File: src/rtl/sdr_mr_pkg.sv
// Package: shared command kinds, stored field layout and decode helpers
// for the mode register handler. Assumes the DDR field positions on the row address.
package sdr_mr_pkg;

    typedef enum logic [1:0] {
        CMD_NONE  = 2'd0,
        CMD_LOAD  = 2'd1,
        CMD_EXT   = 2'd2,
        CMD_OTHER = 2'd3
    } cmd_kind_t;

    typedef struct packed {
        logic       dll;
        logic       tm;
        logic [2:0] cl_code;
        logic       bt;
        logic [2:0] bl_code;
    } mr_fields_t;

    localparam logic [2:0] BL_RESET_CODE = 3'b001;
    localparam logic [2:0] CL_RESET_CODE = 3'b010;

    // Burst length in beats from the code, 0 when the code is reserved.
    function automatic logic [3:0] bl_beats(input logic [2:0] code);
        case (code)
            3'b001:  bl_beats = 4'd2;
            3'b010:  bl_beats = 4'd4;
            3'b011:  bl_beats = 4'd8;
            default: bl_beats = 4'd0;
        endcase
    endfunction

    // Latency in half cycles from the code, 0 when the code is reserved.
    function automatic logic [2:0] cl_halves(input logic [2:0] code);
        case (code)
            3'b010:  cl_halves = 3'd4;
            3'b110:  cl_halves = 3'd5;
            3'b011:  cl_halves = 3'd6;
            default: cl_halves = 3'd0;
        endcase
    endfunction

endpackage

File: src/rtl/sdr_mr_cmd_decode.sv
// Command classifier: turns the raw strobes of one bus cycle into a command kind.
// Assumes the strobes are already aligned to the rising clock edge.
module sdr_mr_cmd_decode
    import sdr_mr_pkg::*;
#(
    parameter int BA_W = 2
) (
    input  logic            cs_n,
    input  logic            ras_n,
    input  logic            cas_n,
    input  logic            we_n,
    input  logic [BA_W-1:0] ba,
    output cmd_kind_t       kind
);

    // Classify the cycle: no-op or deselect, main load, extended load, other.
    always_comb begin
        if (cs_n || (ras_n && cas_n && we_n)) begin
            kind = CMD_NONE;
        end else if (!ras_n && !cas_n && !we_n && !ba[0]) begin
            kind = CMD_LOAD;
        end else if (!ras_n && !cas_n && !we_n && ba[0] && !ba[1]) begin
            kind = CMD_EXT;
        end else begin
            kind = CMD_OTHER;
        end
    end

endmodule

File: src/rtl/sdr_mr_write_seq.sv
// Write sequencer: checks the acceptance rules, runs the write window
// counter and raises the violation and precondition flags.
// Assumes banks_idle is valid in the same cycle as the command.
module sdr_mr_write_seq
    import sdr_mr_pkg::*;
#(
    parameter int WRITE_CYCLES = 2
) (
    input  logic      clk,
    input  logic      rst_n,
    input  cmd_kind_t kind,
    input  logic      cke,
    input  logic      banks_idle,
    output logic      accept,
    output logic      commit,
    output logic      busy,
    output logic      busy_violation,
    output logic      precond_err
);

    localparam int CNT_W = $clog2(WRITE_CYCLES + 1);
    localparam logic [CNT_W-1:0] CNT_LOAD = CNT_W'(WRITE_CYCLES);
    localparam logic [CNT_W-1:0] CNT_LAST = CNT_W'(1);

    logic [CNT_W-1:0] win_cnt;
    logic             cke_prev;
    logic             load_seen;

    // Acceptance and completion strobes derived from the current cycle.
    always_comb begin
        load_seen = (kind == CMD_LOAD);
        busy      = (win_cnt != '0);
        accept    = load_seen && !busy && banks_idle && cke_prev;
        commit    = (win_cnt == CNT_LAST);
    end

    // Remember clock enable from the previous edge.
    always_ff @(posedge clk) begin
        if (!rst_n) cke_prev <= 1'b0;
        else        cke_prev <= cke;
    end

    // Count down the write window after an accepted load.
    always_ff @(posedge clk) begin
        if (!rst_n)      win_cnt <= '0;
        else if (accept) win_cnt <= CNT_LOAD;
        else if (busy)   win_cnt <= win_cnt - CNT_LAST;
    end

    // Flag any command that lands inside the write window.
    always_ff @(posedge clk) begin
        if (!rst_n) busy_violation <= 1'b0;
        else        busy_violation <= busy && (kind != CMD_NONE);
    end

    // Sticky flag for loads refused on bank or clock-enable grounds.
    always_ff @(posedge clk) begin
        if (!rst_n) precond_err <= 1'b0;
        else if (load_seen && !busy && (!banks_idle || !cke_prev))
                    precond_err <= 1'b1;
    end

endmodule

File: src/rtl/sdr_mr_field_store.sv
// Field store: captures the address at acceptance, installs it at commit,
// emits the DLL reset pulse and decodes the stored codes.
// Assumes accept and commit never coincide.
module sdr_mr_field_store
    import sdr_mr_pkg::*;
#(
    parameter int ADDR_W = 13
) (
    input  logic              clk,
    input  logic              rst_n,
    input  logic              accept,
    input  logic              commit,
    input  logic [ADDR_W-1:0] addr,
    output logic [2:0]        cas_lat_half,
    output logic [3:0]        burst_len,
    output logic              burst_interleave,
    output logic              test_mode,
    output logic              dll_reset_pulse,
    output logic              cl_reserved,
    output logic              bl_reserved,
    output logic              cfg_valid
);

    localparam mr_fields_t RESET_FIELDS = '{
        dll: 1'b0, tm: 1'b0, cl_code: CL_RESET_CODE, bt: 1'b0, bl_code: BL_RESET_CODE
    };

    mr_fields_t pend_q;
    mr_fields_t live_q;

    // Capture the mode bits on the accepted command cycle.
    always_ff @(posedge clk) begin
        if (!rst_n)      pend_q <= RESET_FIELDS;
        else if (accept) pend_q <= mr_fields_t'(addr[8:0]);
    end

    // Install the captured bits and set the valid flag at write completion.
    always_ff @(posedge clk) begin
        if (!rst_n) begin
            live_q    <= RESET_FIELDS;
            cfg_valid <= 1'b0;
        end else if (commit) begin
            live_q    <= pend_q;
            cfg_valid <= 1'b1;
        end
    end

    // One-cycle DLL reset request when a write carrying it completes.
    always_ff @(posedge clk) begin
        if (!rst_n) dll_reset_pulse <= 1'b0;
        else        dll_reset_pulse <= commit && pend_q.dll;
    end

    // Decode the live codes for the rest of the device.
    always_comb begin
        cas_lat_half     = cl_halves(live_q.cl_code);
        burst_len        = bl_beats(live_q.bl_code);
        cl_reserved      = (cas_lat_half == 3'd0);
        bl_reserved      = (burst_len == 4'd0);
        burst_interleave = live_q.bt;
        test_mode        = live_q.tm;
    end

endmodule

File: src/rtl/sdr_modereg_ctl.sv
// Top: mode register command handler. Watches the command bus, accepts loads
// under the idle and clock-enable rules, and presents the decoded configuration.
// Assumes bank idle state is tracked elsewhere.
module sdr_modereg_ctl
    import sdr_mr_pkg::*;
#(
    parameter int ADDR_W       = 13,
    parameter int BA_W         = 2,
    parameter int WRITE_CYCLES = 2
) (
    input  logic              clk,
    input  logic              rst_n,
    input  logic              cmd_cs_n,
    input  logic              cmd_ras_n,
    input  logic              cmd_cas_n,
    input  logic              cmd_we_n,
    input  logic [BA_W-1:0]   cmd_ba,
    input  logic [ADDR_W-1:0] cmd_addr,
    input  logic              cmd_cke,
    input  logic              banks_idle,
    output logic [2:0]        cas_lat_half,
    output logic [3:0]        burst_len,
    output logic              burst_interleave,
    output logic              test_mode,
    output logic              dll_reset_pulse,
    output logic              cl_reserved,
    output logic              bl_reserved,
    output logic              cfg_valid,
    output logic              busy,
    output logic              busy_violation,
    output logic              precond_err
);

    cmd_kind_t kind;
    logic      accept;
    logic      commit;

    sdr_mr_cmd_decode #(.BA_W(BA_W)) u_dec (
        .cs_n  (cmd_cs_n),
        .ras_n (cmd_ras_n),
        .cas_n (cmd_cas_n),
        .we_n  (cmd_we_n),
        .ba    (cmd_ba),
        .kind  (kind)
    );

    sdr_mr_write_seq #(.WRITE_CYCLES(WRITE_CYCLES)) u_seq (
        .clk            (clk),
        .rst_n          (rst_n),
        .kind           (kind),
        .cke            (cmd_cke),
        .banks_idle     (banks_idle),
        .accept         (accept),
        .commit         (commit),
        .busy           (busy),
        .busy_violation (busy_violation),
        .precond_err    (precond_err)
    );

    sdr_mr_field_store #(.ADDR_W(ADDR_W)) u_store (
        .clk              (clk),
        .rst_n            (rst_n),
        .accept           (accept),
        .commit           (commit),
        .addr             (cmd_addr),
        .cas_lat_half     (cas_lat_half),
        .burst_len        (burst_len),
        .burst_interleave (burst_interleave),
        .test_mode        (test_mode),
        .dll_reset_pulse  (dll_reset_pulse),
        .cl_reserved      (cl_reserved),
        .bl_reserved      (bl_reserved),
        .cfg_valid        (cfg_valid)
    );

endmodule

File: config.mk
export PLATFORM = sky130hd
export DESIGN_NAME = sdr_modereg_ctl
export DESIGN_NICKNAME = d
export VERILOG_FILES = /design/src/rtl/sdr_mr_pkg.sv /design/src/rtl/sdr_mr_cmd_decode.sv /design/src/rtl/sdr_mr_write_seq.sv /design/src/rtl/sdr_mr_field_store.sv /design/src/rtl/sdr_modereg_ctl.sv
export SDC_FILE = /design/constraint.sdc
export NUM_CORES = 1
export LEC_CHECK = 0
export ABC_AREA = 1
export ABC_CLOCK_PERIOD_IN_PS = 1050
export BUFFER_PORTS_ARGS = -buffer_cell sky130_fd_sc_hd__buf_4
export CAP_MARGIN = 40
export CORE_AREA = 2 2 53 55
export CTS_CLUSTER_DIAMETER = 40
export DETAILED_ROUTE_END_ITERATION = 6
export DIE_AREA = 0 0 55 57
export GPL_TIMING_DRIVEN = 0
export PLACE_DENSITY = 0.79
export RECOVER_POWER = 100
export SLEW_MARGIN = 20
export SYNTH_ARGS = -nofsm -noshare
export SYNTH_HDL_FRONTEND = slang
export SYNTH_SLANG_ARGS = --single-unit
File: constraint.sdc
create_clock -name clk -period 1.05 [get_ports clk]
set_input_delay 0 -clock clk [delete_from_list [all_inputs] [get_ports clk]]
set_output_delay 0 -clock clk [all_outputs]
set_load 0.01 [all_outputs]
---- Word level (Yosys, flattened, before mapping) ----
Index checks and enable logic that the tools add are counted.
word-level totals
  input bits .............................. 23
  memory bits (writable) .................. 0
  latch bits .............................. 0
  memories kept ........................... 0
  output and inout port bits .............. 16
  word-level logic and storage cells ...... 62
  bits in registers ....................... 24
  bits in read-only memories .............. 0
cells by class
  $mul .................................... 0
  divide/modulo/power cells ............... 0
  equal/unequal tests ..................... 8
  mux-type cells .......................... 7
  reduce and logical (&&, ||, !) cells .... 29
  add/subtract/negate cells ............... 1
  magnitude comparators ................... 0
  shifts and indexed selects .............. 0
  bitwise operators ....................... 1
operator list
  kind                   number
  $logic_and A1 B1 Y1    13
  $eq A3 B2 Y1 const B   4
  $pmux W4 S3            1
  $pmux W3 S3            1
  $logic_not A1 Y1       8
  $mux W2                4
  $reduce_bool A2 Y1     3
  $eq A2 B1 Y1 const B   2
  $logic_not A4 Y1       1
  $eq A3 B1 Y1 const B   1
  $eq A3 B3 Y1 const B   1
  $logic_not A3 Y1       1
  $logic_or A1 B1 Y1     2
  $reduce_or A2 Y1       1
  $sub A2 B1 Y2 const B  1
  $mux W1                1
  $not A1 Y1             1

---- Logic depth before layout (Yosys ltp) ----
Gate-level depths: netlist of the first run.
  depth in word-level cells ............... 13
  mapped depth ............................ 7
  depth with buffers taken out ............ 7

---- Hierarchy ----
Synthesis of the first run repeated with hierarchy kept, for this count alone.
second synthesis, totals
  cell total of the unflattened synthesis .. 162
  area, all modules ....................... 1088.5 um^2
modules (own cells, without submodules)
  module              times used  cells each  area each (um^2)  sequential area each (um^2)
  sdr_mr_field_store  1           124         843.3             380.4
  sdr_mr_write_seq    1           27          200.2             100.1
  sdr_mr_cmd_decode   1           11          45.0              0.0

---- Worst setup path after synthesis of the first run ----
OpenSTA, ideal clock, no wires.
  path type ............................... register to register
  from .................................... register u_seq.win_cnt[0]
  to ...................................... register u_store.pend_q[0] in the netlist's numbering
  arrival time ............................ 894 ps
  path buffers ............................ 0
  cell stages (with the launch flop) ...... 7
  clock period less this slack ............ 1015 ps
  library setup time ...................... 121 ps
  path slack .............................. 35 ps
  cell sequence ........................... dfxtp_1 -> nor2_4 -> inv_2 -> nor2_4 -> nand3_4 -> nand2_1 -> nand3_1
on the way
  word-level cells in the longest chain between the ends .. 5
ends and longest elaborated chain
  element                            RTL line                  RTL
  from (decl)                        sdr_mr_write_seq.sv:25    logic [CNT_W-1:0] win_cnt;
  from (signal assigned)             sdr_mr_write_seq.sv:47    else if (busy) win_cnt <= win_cnt - CNT_LAST;
  $reduce_bool A2 Y1                 sdr_mr_write_seq.sv:32    busy = (win_cnt != '0);
  named net busy                     sdr_modereg_ctl.sv:29     output logic busy,
  $logic_not A1 Y1                   sdr_mr_write_seq.sv:33    accept = load_seen && !busy && banks_idle && cke_prev;
  $logic_and A1 B1 Y1 (3 in series)  sdr_mr_write_seq.sv:33
  to (signal assigned)               sdr_mr_field_store.sv:34  else if (accept) pend_q <= mr_fields_t'(addr[8:0]);
  to (decl)                          sdr_mr_field_store.sv:28  mr_fields_t pend_q;
The timed path passes the listed nets, and every way through them passes these cells.
A chain may end at the register's enable or synchronous reset.

---- Worst setup path in the final report of the first run ----
  from .................................... register u_seq.win_cnt[1]
  to ...................................... output busy
on the way
  word-level cells in the longest chain between the ends .. 1
ends and longest elaborated chain
  element             RTL line
  $reduce_bool A2 Y1  sdr_mr_write_seq.sv:32
  to (decl)           sdr_modereg_ctl.sv:29
No other way between the ends.

==> flow_summary_export.csv, run 1 <==
group,metric,value,unit
pwr,power.leakage,0.700,nW
global_routing,grt_overflow,0,
min_path,worstHoldStart,"cmd_addr[6]",
pwr,max-vdd-ir-drop,769,µV
logic_synthesis,synthTopCellsByCount,"inv_1, nand2_1, dfxtp_1",
floorplanning,fp.dieW,55,µm
pwr,p_int,1.12,mW
min_path,hold_depth,5,
timing,setup_ws,-0.108,ns
cells_and_area,finalNetCount,218,
critical_path,cp.arrival,1.16,ns
logic_synthesis,synth_top_area_cell,"dfxtp_1",
floorplanning,fp.dieH,57,µm
critical_path,critical_path.startpoint_type,"flop",
timing,holdWs,0.00706,ns
logic_synthesis,ys.flop_type,"dfxtp_1",
critical_path,crit_fanout,3,
global_routing,track_usage,0.149,
global_routing,grt_pass1_vias,853,
outcome,status,"complete, but fails checks",
timing,finalSetupViolCount,12,
detailed_routing,routed_wl,2350,µm
clocking,cts.path.max_buffers,2,
pwr,pwr-share-comb,0.105,
logic_synthesis,synthesis.nets,170,
clocking,clkSlewWorstSetupHoldPaths,0.13,ns
run,cap_violations,0,
logic_synthesis,syn_inst,147,
pwr,power.switching,335,µW
floorplanning,pin_count,39,
timing,fmax,864,MHz
placed_design,placed_cell_area,1340,µm²
detailed_routing,post_drt_wl_per_cell,10.5,µm
logic_synthesis,async_reset_ff_frac,0,
logic_synthesis,syn_avg_cell_area,7.25,µm²
clocking,numClockSinks,24,
timing,rsz0062_at_grt,"true",
timing,finClkSkew,0.00450,ns
critical_path,worstPathRequired,1.05,ns
clocking,tritoncts,"done",
floorplanning,initial_utilization,0.408,
pwr,clkPwrFrac,0.269,
logic_synthesis,ys_seq_area_frac,0.451,
pwr,p_sw_frac,0.230,
critical_path,critical_path_class,"reg -> out",
timing,timing.final.hold_violations,0,
timing,slew_viol_final,0,
logic_synthesis,yosysWarningCount,0,
logic_synthesis,synth_top_area_frac,0.451,
placed_design,io_buffers,31,
global_routing,grt_pass1_wl,3550,µm
clocking,cts_buffers,3,
cells_and_area,drive_gt1_frac,0.352,
pwr,total_power,1.46,mW
timing,finalCritPeriodShare,1.10,
global_routing,antenna_found_initial,0,
detailed_routing,drt_iter0_drc,14,
critical_path,crit_start,"u_seq.win_cnt[1]",
floorplanning,die_area,3140,µm²
clocking,clk-insertion-delay-late,0.30,ns
logic_synthesis,syn-cell-area,1070,µm²
critical_path,r2r_cells,6,
timing,tns,-0.993,ns
pwr,power_frac_seq,0.625,
detailed_routing,drtPass1Iterations,6,
min_path,hold_class,"in -> reg",
floorplanning,placeableCoreArea,2620,µm²
logic_synthesis,ys_ff_latch,24,
cells_and_area,area_growth,43.5,%
critical_path,worst_setup_path_end_kind,"output port",
detailed_routing,postRouteAntennaNets,0,
pwr,power.density,953,nW/µm²
logic_synthesis,synth-edff-count,0,
timing,fin_crit,1.16,ns
logic_synthesis,synth_cell_types,19,
detailed_routing,via_per_inst,4.52,
placed_design,dp_hpwl,1380,µm
cells_and_area,fillers,242,
clocking,cts.htree.levels,1,
detailed_routing,drc,0,
placed_design,routabilityCongestion,0.720,
detailed_routing,routed-via-count,1012,
cells_and_area,num_antenna_cells,0,
floorplanning,rows,19,
placed_design,post-place-ws,-0.119,ns
logic_synthesis,synth.most_common_cell,"inv_1",
critical_path,reg2reg_from,"u_seq.win_cnt[1]",
logic_synthesis,synth_area_leaders,"dfxtp_1, inv_1, nand2_1, nand3_1, nor2_1",
cells_and_area,final_area,1530,µm²
outcome,violations,"negative setup slack",
clocking,cts-root-buf,"clkbuf_4",
global_routing,grt_max_degree,13,
==> cells in the final DEF (no fill, tap or decap) <==
cell type       n
clkbuf_8        1
clkbuf_1        9
nand2_1        24
nor2_4          6
nand3_1        10
buf_4          22
o21ai_1         1
nand2_2         4
dfxtp_2         6
clkbuf_4        5
a21oi_1         7
o21ai_0         6
nor3_1          2
dlygate4sd3_1   5
o21ai_2         1
nor2_1         14
clkinv_2        1
o211ai_1        1
a21oi_2         1
inv_2           5
nand3_2         3
nor3_2          3
conb_1          1
nand3_4         3
dfxtp_4         2
dfxtp_1        16
inv_1          29
buf_6           5
==> metal layers <==
layer  vias up  track usage  part of all wire
met1       441        0.207              0.45
met5         -            0                 0
met2        26        0.236              0.49
met3         2       0.0236             0.053
li1        543            -                 -
met4         0       0.0453            0.0064
==> through the flow <==
stage           util  std cells
6_report       0.585        224
5_1_grt        0.585        224
4_1_cts        0.576        221
3_5_place_dp   0.511        209
3_3_place_gp   0.511        209
2_1_floorplan      -        147
==> state kept, by name, indices dropped and copies added (netlist names) <==
name / flops
u_seq.busy_violation: 1
u_seq.cke_prev: 1
u_seq.precond_err: 1
u_seq.win_cnt: 2
u_store.burst_interleave: 1
u_store.cfg_valid: 1
u_store.dll_reset_pulse: 1
u_store.live_q: 6
u_store.pend_q: 9
u_store.test_mode: 1
==> power groups by stage <==
stage	registers [mW]	clock network (mW)	logic (mW)
final	0.912	0.393	0.154
after global routing	0.913	0.439	0.169
after CTS	0.915	0.397	0.152
after detailed placement	0.938	0	0.123
after global placement	0.938	0	0.122
after floorplan	0.938	0	0.0630
==> kinds of logic after synthesis <==
| kind of cell | Yosys count | synth area share |
|---|---|---|
| AOI/OAI and AO/OA | 17 | 0.0822 |
| other | 1 | 0.00352 |
| buffers and inverters | 39 | 0.161 |
| and+or+nand+nor | 66 | 0.303 |
| DFF | 24 | 0.451 |
==> layout make-up <==
class / count / area, µm² / share of cell area
timing repair buffer: 40 / 290 / 0.190
buffer: 4 / 43.8 / 0.0286
clock buffer: 3 / 22.5 / 0.0147
inverter: 35 / 133 / 0.0867
tap: 31 / 38.8 / 0.0253
sequential: 24 / 495 / 0.324
multi-input combinational: 87 / 507 / 0.331
==> critical path: stages (launching register included) <==
cell	delay, ns
dfxtp_4	0.37
nor2_4	0.16
inv_2	0.07
buf_4	0.14
buf_6	0.11
==> worst paths after layout <==
kind	endpoint	slack (ns)
worst max-delay path	busy	-0.11
worst max register to register	u_store.pend_q[5]	-0.10
worst min-delay path	u_store.pend_q[6]	0.007
worst min register to register	u_store.live_q[1]	0.45
==> repair_timing <==
item                                    4_1_cts  5_1_grt
gates resized for setup                      21       16
cloned                                        2        2
hold endpoints to repair                     12        0
pin swaps                                    10        6
endpoints found under the setup margin       24       29
setup buffers                                 2        1
hold buffers                                  5        0
Note: power is estimated with default switching activity, not from simulation.
==> inputs of run 2 (changes only) <==
--- a/config.mk
+++ b/config.mk
@@ -16,6 +16,7 @@
 export GPL_TIMING_DRIVEN = 0
 export PLACE_DENSITY = 0.79
 export RECOVER_POWER = 100
+export SETUP_SLACK_MARGIN = 0.2
 export SLEW_MARGIN = 20
 export SYNTH_ARGS = -nofsm -noshare
 export SYNTH_HDL_FRONTEND = slang
==> flow_summary_export.csv, run 2 (same netlist as run 1, synthesis figures left out) <==
group,metric,value,unit
pwr,max-vdd-ir-drop,588,µV
clocking,cts.htree.levels,1,
floorplanning,rows,19,
critical_path,cpMostUsedCell,"nor2_4",
critical_path,cpPeakStageDelay,0.38,ns
global_routing,grt_overflow,0,
outcome,violations,"negative hold slack, negative setup slack",
critical_path,crit_chain,"nor2_4, inv_2, nor2_4, nand3_4, nand2_1, inv_1, nor2_1",
critical_path,critical_path.startpoint_type,"flop",
clocking,clk-insertion-delay-late,0.32,ns
cells_and_area,finalNetCount,226,
global_routing,grt_pass1_wl,4170,µm
critical_path,critPathBufInv,2,
cells_and_area,reg_top3,"u_store.pend_q (9), u_store.live_q (6), u_seq.win_cnt (2)",
critical_path,reg2reg_from,"u_seq.win_cnt[0]",
global_routing,grt_max_degree,14,
floorplanning,fp.dieW,55,µm
cells_and_area,num_antenna_cells,0,
timing,fmax,864,MHz
critical_path,worst_setup_path_end_kind,"flop",
global_routing,grtUsageMet3,0.0157,
floorplanning,fp.dieH,57,µm
clocking,numClockSinks,24,
detailed_routing,drtPass1Iterations,4,
cells_and_area,layout_common_cells,"buf_4, inv_1, nand2_1",
placed_design,routabilityCongestion,0.730,
pwr,total_power,1.50,mW
detailed_routing,drc,0,
clocking,cts_buffers,3,
timing,setup_ws,-0.108,ns
critical_path,crit_fanout,5,
floorplanning,die_area,3140,µm²
clocking,clkSlewWorstSetupHoldPaths,0.13,ns
critical_path,crit_slowest_cell,"dfxtp_4",
critical_path,critPathTopFamily,"simple AND/OR/NAND/NOR gates",
clocking,cts.path.max_buffers,2,
outcome,status,"complete, but fails checks",
min_path,worstHoldStart,"banks_idle",
global_routing,met2_usage,0.320,
cells_and_area,final_common_cell,"buf_4",
pwr,power.density,899,nW/µm²
detailed_routing,postRouteAntennaNets,0,
critical_path,cp.arrival,1.42,ns
min_path,hold_depth,4,
detailed_routing,routed-via-count,1060,
floorplanning,pin_count,39,
timing,timing.final.hold_violations,1,
cells_and_area,top_register,"u_store.pend_q",
timing,holdWs,-0.0290,ns
timing,finClkSkew,0.00837,ns
global_routing,met1_usage,0.210,
critical_path,r2r_cells,7,
min_path,hold_class,"in -> reg",
timing,fin_crit,1.16,ns
detailed_routing,routed_wl,2450,µm
detailed_routing,post_drt_wl_per_cell,10.5,µm
min_path,min_to,"u_seq.precond_err",
cells_and_area,largest_reg_flops,9,
critical_path,worstPathRequired,1.31,ns
cells_and_area,fillers,229,
clocking,cts-root-buf,"clkbuf_4",
cells_and_area,multiInputGateArea,531,µm²
floorplanning,initial_utilization,0.408,
placed_design,io_buffers,31,
global_routing,busiest_layer,"met2",
global_routing,track_usage,0.182,
cells_and_area,area_growth,56.9,%
critical_path,rr_endpoint,"u_store.pend_q[3]",
placed_design,dp_hpwl,1490,µm
global_routing,grt_pass1_vias,1030,
critical_path,rrSetupSlack,-0.11,ns
clocking,ctsHoldBuffers,10,
timing,finalCritPeriodShare,1.10,
cells_and_area,final_util,0.640,
timing,slew_viol_final,0,
detailed_routing,via_per_inst,4.55,
clocking,tritoncts,"done",
run,cap_violations,0,
cells_and_area,regArea,500,µm²
detailed_routing,drt_iter0_drc,13,
timing,rsz0062_at_grt,"true",
floorplanning,placeableCoreArea,2620,µm²
timing,finalSetupViolCount,17,
critical_path,critical_path_class,"reg -> reg",
pwr,power.leakage,0.770,nW
cells_and_area,drive_gt1_frac,0.441,
global_routing,antenna_found_initial,0,
==> run 2: cell types whose count changed in the layout (fill, tap and decap cells not counted), moves of 5 or more <==
cell	before	now
buf_4	22	32
a21oi_1	7	1
a21oi_2	1	7
o21ai_2	1	7
clkbuf_1	9	4
dlygate4sd3_1	5	10
o21ai_0	6	1
==> run 2: metrics by stage <==
stage	TNS, ns	hold WS [ns]	setup slack (ns)	instance area (µm²)	std cells
4_1_cts	-0.771	-0.0242	-0.0852	1650	232
3_3_place_gp	-0.297	0.183	-0.0625	1370	209
5_1_grt	-2.81	-0.00305	-0.224	1670	233
6_report	-1.01	-0.0290	-0.108	1670	233
2_1_floorplan	0	0.0976	0.0429	1100	147
3_5_place_dp	-0.472	0.192	-0.0802	1370	209
==> run 2: worst reg2reg max path, delay by kind of cell, from the launching register on <==
kind                   cells  cell delay [ns]
AND/OR/NAND/NOR            5             0.61
flip-flops                 1             0.38
buffers and inverters      2             0.11
==> run 2: layer usage <==
metal | wire (µm) | part of all wire
met1 | 1010 | 0.41
met2 | 1290 | 0.53
met3 | 95 | 0.039
met4 | 58 | 0.024
met5 | 0 | 0
==> run 2: layout make-up <==
class	instances	share of cell area
buffer	4	0.0262
clock buffer	4	0.0157
inverter	35	0.0793
multi-input combinational	86	0.317
sequential	24	0.299
tap	31	0.0232
timing repair buffer	49	0.239
==> run 2: timing repair <==
item | 4_1_cts | 5_1_grt
setup endpoints to repair | 30 | 33
setup buffers | 6 | 1
hold endpoints to repair | 17 | 1
resized for setup | 33 | 12
pin swaps | 7 | 9
gates cloned | 3 | 0
==> run 2: worst max-delay path by stage <==
stage / to / slack (ns) / depth (start not counted) / startpoint
floorplan: u_store.pend_q[3] / 0.04 / 6 / u_seq.win_cnt[1]
global placement: u_store.pend_q[3] / -0.06 / 6 / u_seq.win_cnt[1]
detailed placement: u_store.pend_q[3] / -0.08 / 6 / u_seq.win_cnt[1]
CTS: u_store.pend_q[6] / -0.09 / 6 / u_seq.win_cnt[0]
global route: u_store.pend_q[3] / -0.22 / 7 / u_seq.win_cnt[0]
finish: u_store.pend_q[3] / -0.11 / 7 / u_seq.win_cnt[0]
==> run 2: power by group <==
| part | leakage (nW) | total, mW | switching (mW) | internal (mW) |
|---|---|---|---|---|
| Clock | 0.0150 | 0.422 | 0.274 | 0.149 |
| Sequential | 0.198 | 0.908 | 0.00241 | 0.905 |
| Combinational | 0.557 | 0.174 | 0.0799 | 0.0937 |
| Total | 0.770 | 1.50 | 0.356 | 1.15 |
